`config.mk`:
```
export PLATFORM = sky130hd
export DESIGN_NAME = uart_tx_serializer
export DESIGN_NICKNAME = d
export VERILOG_FILES = /design/src/rtl/uart_tx_pkg.sv /design/src/rtl/uart_tx_baud.sv /design/src/rtl/uart_tx_frame.sv /design/src/rtl/uart_tx_serializer.sv
export SDC_FILE = /design/constraint.sdc
export NUM_CORES = 1
export LEC_CHECK = 0
export ABC_CLOCK_PERIOD_IN_PS = 9230
export BUFFER_PORTS_ARGS = -buffer_cell sky130_fd_sc_hd__buf_4
export CORE_MARGIN = 2
export CORE_UTILIZATION = 30
export DETAILED_ROUTE_END_ITERATION = 12
export PLACE_DENSITY_LB_ADDON = 0.12
export SYNTH_ARGS = -nofsm -noshare
export SYNTH_HDL_FRONTEND = slang
export SYNTH_SLANG_ARGS = --single-unit
```
`constraint.sdc`:
```
create_clock -name clk_i -period 9.23 [get_ports clk_i]
set_clock_uncertainty 0.1 [all_clocks]
set_input_delay 0.923 -clock clk_i [delete_from_list [all_inputs] [get_ports clk_i]]
set_output_delay 0.923 -clock clk_i [all_outputs]
set_load 0.005 [all_outputs]
```
`src/rtl/uart_tx_pkg.sv`:
```
package uart_tx_pkg;
  localparam int unsigned DATA_W  = 8;
  localparam int unsigned FRAME_W = DATA_W + 4;  // start, data, parity, two stops
  localparam int unsigned LEFT_W  = $clog2(FRAME_W + 1);

  typedef enum logic [1:0] {PAR_NONE, PAR_EVEN, PAR_ODD} par_e;

  typedef struct packed {
    par_e par;
    logic two_stop;
  } fmt_t;

  function automatic fmt_t decode_ctrl(input logic [7:0] c);
    fmt_t f;
    f.two_stop = c[0];
    case (c[3:1])
      3'b000:  f.par = PAR_EVEN;
      3'b001:  f.par = PAR_ODD;
      default: f.par = PAR_NONE;
    endcase
    return f;
  endfunction
endpackage

```
`src/rtl/uart_tx_baud.sv`:
```
module uart_tx_baud #(
  parameter int unsigned DIV_W = 16
) (
  input  logic             clk_i,
  input  logic             rst_ni,
  input  logic             clr_i,
  input  logic             load_i,
  input  logic             run_i,
  input  logic [DIV_W-1:0] div_i,
  output logic             tick_o
);
  logic [DIV_W-1:0] div_q, cnt_q, div_eff;

  assign div_eff = (div_i == '0) ? DIV_W'(1) : div_i;
  assign tick_o  = (cnt_q == '0);

  always_ff @(posedge clk_i or negedge rst_ni) begin
    if (!rst_ni) begin
      div_q <= DIV_W'(1);
      cnt_q <= '0;
    end else if (clr_i) begin
      cnt_q <= '0;
    end else if (load_i) begin
      div_q <= div_eff;
      cnt_q <= div_eff - DIV_W'(1);
    end else if (run_i) begin
      if (tick_o) cnt_q <= div_q - DIV_W'(1);
      else        cnt_q <= cnt_q - DIV_W'(1);
    end
  end

  // a bit never ends before the latched period has elapsed
  a_r5_tick_period: assert property (@(posedge clk_i) disable iff (!rst_ni)
    (run_i && !load_i && !clr_i && tick_o && div_q > DIV_W'(1)) |=> !tick_o);
endmodule

```
`src/rtl/uart_tx_frame.sv`:
```
module uart_tx_frame
  import uart_tx_pkg::*;
(
  input  logic              clk_i,
  input  logic              rst_ni,
  input  logic              abort_i,
  input  logic              launch_i,
  input  logic [DATA_W-1:0] data_i,
  input  fmt_t              fmt_i,
  input  logic              tick_i,
  output logic              busy_o,
  output logic              end_o,
  output logic              tx_o
);
  logic [FRAME_W-2:0] shreg_q;
  logic [LEFT_W-1:0]  left_q, len_m1;
  logic [FRAME_W-1:0] frame;
  logic               par_bit, tx_q, busy_q;

  always_comb begin
    case (fmt_i.par)
      PAR_EVEN: par_bit = ^data_i;
      PAR_ODD:  par_bit = ~^data_i;
      default:  par_bit = 1'b1;  // slot becomes a stop bit
    endcase
    frame  = {2'b11, par_bit, data_i, 1'b0};
    len_m1 = LEFT_W'(DATA_W + 1) + LEFT_W'(fmt_i.par != PAR_NONE) + LEFT_W'(fmt_i.two_stop);
  end

  assign end_o  = busy_q && tick_i && (left_q == '0);
  assign busy_o = busy_q;
  assign tx_o   = tx_q;

  always_ff @(posedge clk_i or negedge rst_ni) begin
    if (!rst_ni) begin
      busy_q  <= 1'b0;
      tx_q    <= 1'b1;
      left_q  <= '0;
      shreg_q <= '1;
    end else if (abort_i) begin
      busy_q <= 1'b0;
      tx_q   <= 1'b1;
    end else if (launch_i) begin
      busy_q  <= 1'b1;
      tx_q    <= frame[0];
      shreg_q <= frame[FRAME_W-1:1];
      left_q  <= len_m1;
    end else if (busy_q && tick_i) begin
      if (left_q == '0) begin
        busy_q <= 1'b0;
        tx_q   <= 1'b1;
      end else begin
        tx_q    <= shreg_q[0];
        shreg_q <= {1'b1, shreg_q[FRAME_W-2:1]};
        left_q  <= left_q - LEFT_W'(1);
      end
    end
  end

  // a launch always drives the start bit low in the next cycle
  a_r2_start_low: assert property (@(posedge clk_i) disable iff (!rst_ni)
    (launch_i && !abort_i) |=> !tx_o);
  // the last bit of every frame is a stop bit
  a_r2_stop_high: assert property (@(posedge clk_i) disable iff (!rst_ni)
    end_o |-> tx_o);
endmodule

```
`src/rtl/uart_tx_serializer.sv`:
```
module uart_tx_serializer
  import uart_tx_pkg::*;
#(
  parameter int unsigned DIV_W = 16
) (
  input  logic              clk_i,
  input  logic              rst_ni,
  input  logic              abort_i,
  input  logic [7:0]        ctrl_i,
  input  logic [DIV_W-1:0]  divisor_i,
  input  logic              fifo_empty_i,
  input  logic [DATA_W-1:0] fifo_data_i,
  output logic              fifo_pop_o,
  output logic              tx_o,
  output logic              tx_empty_o,
  output logic              tx_done_o
);
  logic busy, frame_end, tick, launch, done_q;

  assign launch     = !abort_i && !fifo_empty_i && (!busy || frame_end);
  assign fifo_pop_o = launch;
  assign tx_empty_o = !busy && fifo_empty_i;
  assign tx_done_o  = done_q;

  uart_tx_baud #(.DIV_W(DIV_W)) u_baud (
    .clk_i  (clk_i),
    .rst_ni (rst_ni),
    .clr_i  (abort_i),
    .load_i (launch),
    .run_i  (busy),
    .div_i  (divisor_i),
    .tick_o (tick)
  );

  uart_tx_frame u_frame (
    .clk_i    (clk_i),
    .rst_ni   (rst_ni),
    .abort_i  (abort_i),
    .launch_i (launch),
    .data_i   (fifo_data_i),
    .fmt_i    (decode_ctrl(ctrl_i)),
    .tick_i   (tick),
    .busy_o   (busy),
    .end_o    (frame_end),
    .tx_o     (tx_o)
  );

  always_ff @(posedge clk_i or negedge rst_ni) begin
    if (!rst_ni) done_q <= 1'b0;
    else         done_q <= frame_end && fifo_empty_i && !abort_i;
  end

  // never pop an empty FIFO
  a_r6_pop_nonempty: assert property (@(posedge clk_i) disable iff (!rst_ni)
    fifo_pop_o |-> !fifo_empty_i);
  // abort idles the line with no completion
  a_r9_abort_idle: assert property (@(posedge clk_i) disable iff (!rst_ni)
    abort_i |=> (tx_o && !tx_done_o));
  // completion is a single-cycle pulse
  a_r7_done_pulse: assert property (@(posedge clk_i) disable iff (!rst_ni)
    tx_done_o |=> !tx_done_o);
  // empty indication implies an idle line
  a_r7_empty_idle: assert property (@(posedge clk_i) disable iff (!rst_ni)
    tx_empty_o |-> tx_o);
endmodule

```
==> results_dict.tcl <==
set metrics [dict create \
    synth_ff_type "dfrtp_1" \
    num_io_pins 40 \
    period_needed_ns 4.433 \
    cts_tree "built" \
    pwr_density_cell_nw_per_um2 192.1 \
    seq_area_frac_synth 0.4198 \
    drc 0 \
    outcome "finished clean" \
    timing.final.crit_share 0.4803 \
    viasPerCell 5.131 \
    setup_violations 0 \
    start_util 0.3117 \
    power.share.sequential 0.456 \
    hpwlAfterDp_mm 5.420 \
    hold_viol 0 \
    grt.total_usage 0.1669 \
    ctsHoldBuffers 0 \
    slew_viol_final 0 \
    syn_area_per_cell_um2 8.388 \
    vias 2581 \
    syn2layout_area_growth_pct 16.95 \
    postRouteWirelength_mm 8.136 \
    critPathLaunchType "flop" \
    yosysWarnings 0 \
    fmax_mhz 225.6 \
    rsz0062_at_grt "false" \
    grt_pass1_wl_mm 13.36 \
    cts_resized 0 \
    core_um2 9284 \
    drt_first_pass_iters 4 \
    path_class "flop to flop" \
    die_x_um 102.2 \
    pwr-share-clk 0.240 \
    die_area_um2 10450 \
    grt_max_degree 49 \
    clk_latency_ns 0.31 \
    htreeDepth 2 \
    cts_setup_buffers 0 \
    drt-wirelength-per-cell_um 16.17 \
    ys_types 47 \
    synth_edf_count 0 \
    worst_setup_path_end_kind "flop" \
    antenna_found_initial 0 \
    ys_async_sr_fraction 1.000 \
    num_rows 35 \
    pwr-share-comb 0.305 \
    syn_nets 384 \
    critPathArrivalTime_ns 4.56 \
    dr.first_iter.drc_count 119 \
    cp_max_fo 36 \
    gp_congestion 0.8122 \
    maxCapViolCount 0 \
    nNetsFinal 412 \
    syn_area_um2 2894 \
    synth-seq-cells 48 \
    hold_slack_ns 0.3639 \
    port-buffer-count 35 \
    drive_gt1_frac 0.1711 \
    die_h_um 102.2 \
    grt-ovfl-total 0 \
    p_int_mw 0.4272 \
    clkSlewWorstSetupHoldPaths_ns 0.10 \
    numCtsBuffers 5 \
    max-vdd-ir-drop_mv 0.08116 \
    hp-class "flop to flop" \
    netlist_instances 345 \
    power.total_mw 0.6502 \
    grt_pass1_vias 2552 \
    tns_ns 0 \
    swShare 0.3430 \
    cts.sinks 48 \
    p_switching_mw 0.2230 \
    drtAntennaViolNets 0 \
    required_ns 9.35 \
    cts_root_buf "clkbuf_8" \
    leakage_nw 1.437 \
    cts_max_path_buffers 2 \
    diodes 0 \
    slew_headroom 0.4884 \
    tightest_slew_ns 0.7662 \
]
## power groups by stage
stage / Combinational (mW) / Sequential (mW) / Clock, mW
finish: 0.198 / 0.296 / 0.156
CTS: 0.200 / 0.296 / 0.162
floorplan: 0.145 / 0.290 / 0
global route: 0.226 / 0.303 / 0.169
detailed placement: 0.199 / 0.299 / 0
global placement: 0.197 / 0.300 / 0
## cells in the final DEF (no fill, tap or decap), types with 4 or more instances in the layout
cell	instances
a211oi_1	11
clkbuf_8	5
nor3b_1	5
nor4_1	8
xnor2_1	10
o21ai_0	20
buf_4	39
nand4_1	4
nor2_1	38
dfrtp_1	37
a21oi_1	18
inv_1	7
nand2_1	70
xor2_1	10
nor3_1	19
mux2i_1	9
o32ai_1	7
dfstp_2	11
## state kept, by name (all words and copies together) (netlist names)
register and flops:
u_baud.div_q 16, u_frame.tx_o 1, u_frame.shreg_q 9, u_frame.busy_o 1, u_baud.cnt_q 16, u_frame.left_q 4, tx_done_o 1
## final timing paths
path,slack [ns],startpoint,cells past startpoint,end
setup / recovery,4.80,u_frame.left_q[0],15,u_baud.cnt_q[14]
hold reg to reg,0.36,u_frame.shreg_q[8],2,u_frame.shreg_q[8]
max in group asynchronous,8.03,rst_ni,1,u_baud.div_q[4]
setup reg to reg,4.80,u_frame.left_q[0],15,u_baud.cnt_q[14]
min in group asynchronous,0.53,rst_ni,1,u_frame.left_q[0]
hold / removal,0.36,u_frame.shreg_q[8],2,u_frame.shreg_q[8]
## through the flow
step	utilization	instances	setup WS (ns)	area, µm²
2_1_floorplan	-	345	5.236	2894
3_3_place_gp	0.3531	495	4.726	3278
3_5_place_dp	0.3531	495	4.713	3278
4_1_cts	0.3646	503	4.796	3385
5_1_grt	0.3646	503	4.349	3385
6_report	0.3646	503	4.797	3385
## synth_stat cells (4+ instances only)
| master | instances | area [µm²] |
|---|---|---|
| nor3b_1 | 5 | 37.54 |
| a211oi_1 | 11 | 82.58 |
| inv_1 | 7 | 26.28 |
| nor4_1 | 8 | 50.05 |
| nand2_1 | 70 | 262.8 |
| dfrtp_1 | 37 | 925.9 |
| nor3_1 | 19 | 95.09 |
| mux2i_1 | 9 | 90.09 |
| o32ai_1 | 7 | 61.31 |
| clkbuf_1 | 15 | 56.30 |
| nor2_1 | 38 | 142.6 |
| o21ai_0 | 20 | 100.1 |
| xnor2_1 | 10 | 87.58 |
| a21oi_1 | 18 | 90.09 |
| xor2_1 | 10 | 87.58 |
| dfstp_2 | 11 | 289.0 |
| nand4_1 | 4 | 25.02 |
## per-layer routing
metal / up-vias / part of all wire / track usage
li1: 1279 / - / -
met1: 1253 / 0.47 / 0.2282
met2: 44 / 0.48 / 0.2783
met3: 5 / 0.038 / 0.02668
met4: 0 / 0.0098 / 0.04000
met5: - / 0 / 0
## critical path: stages (launching register included)
cell and delay [ns]:
dfrtp_1 0.42, inv_1 0.07, ha_1 0.18, or3b_1 0.47, nor3_4 0.42, a31oi_4 0.15
inv_2 0.59, nand2_1 0.15, nand2_1 0.13, ha_1 0.16, inv_1 0.05, a21oi_1 0.36
nand4_1 0.36, nor4b_1 0.40, xor2_1 0.11, a211oi_1 0.23
## cells by family (layout without fill, tap and decap cells)
logic type	after synthesis	in the layout	share of synthesized area
and+or+nand+nor	163	163	0.2594
buffers and inverters	26	55	0.03459
xor gates and xnor gates	20	20	0.06052
DFF	48	48	0.4198
AOI/OAI and AO/OA	75	75	0.1738
muxes	10	10	0.03891
adders and majority gates	3	3	0.01297
## final cells by class
class                      instances  area (µm²)
sequential                        48        1215
tap                              129       161.4
inverter                           8       30.03
timing repair buffer              39       292.8
fill                            1008        5899
clock inverter                     1       30.03
clock buffer                       7       76.32
multi-input combinational        271        1579
Power figures use the tool's default switching activity.
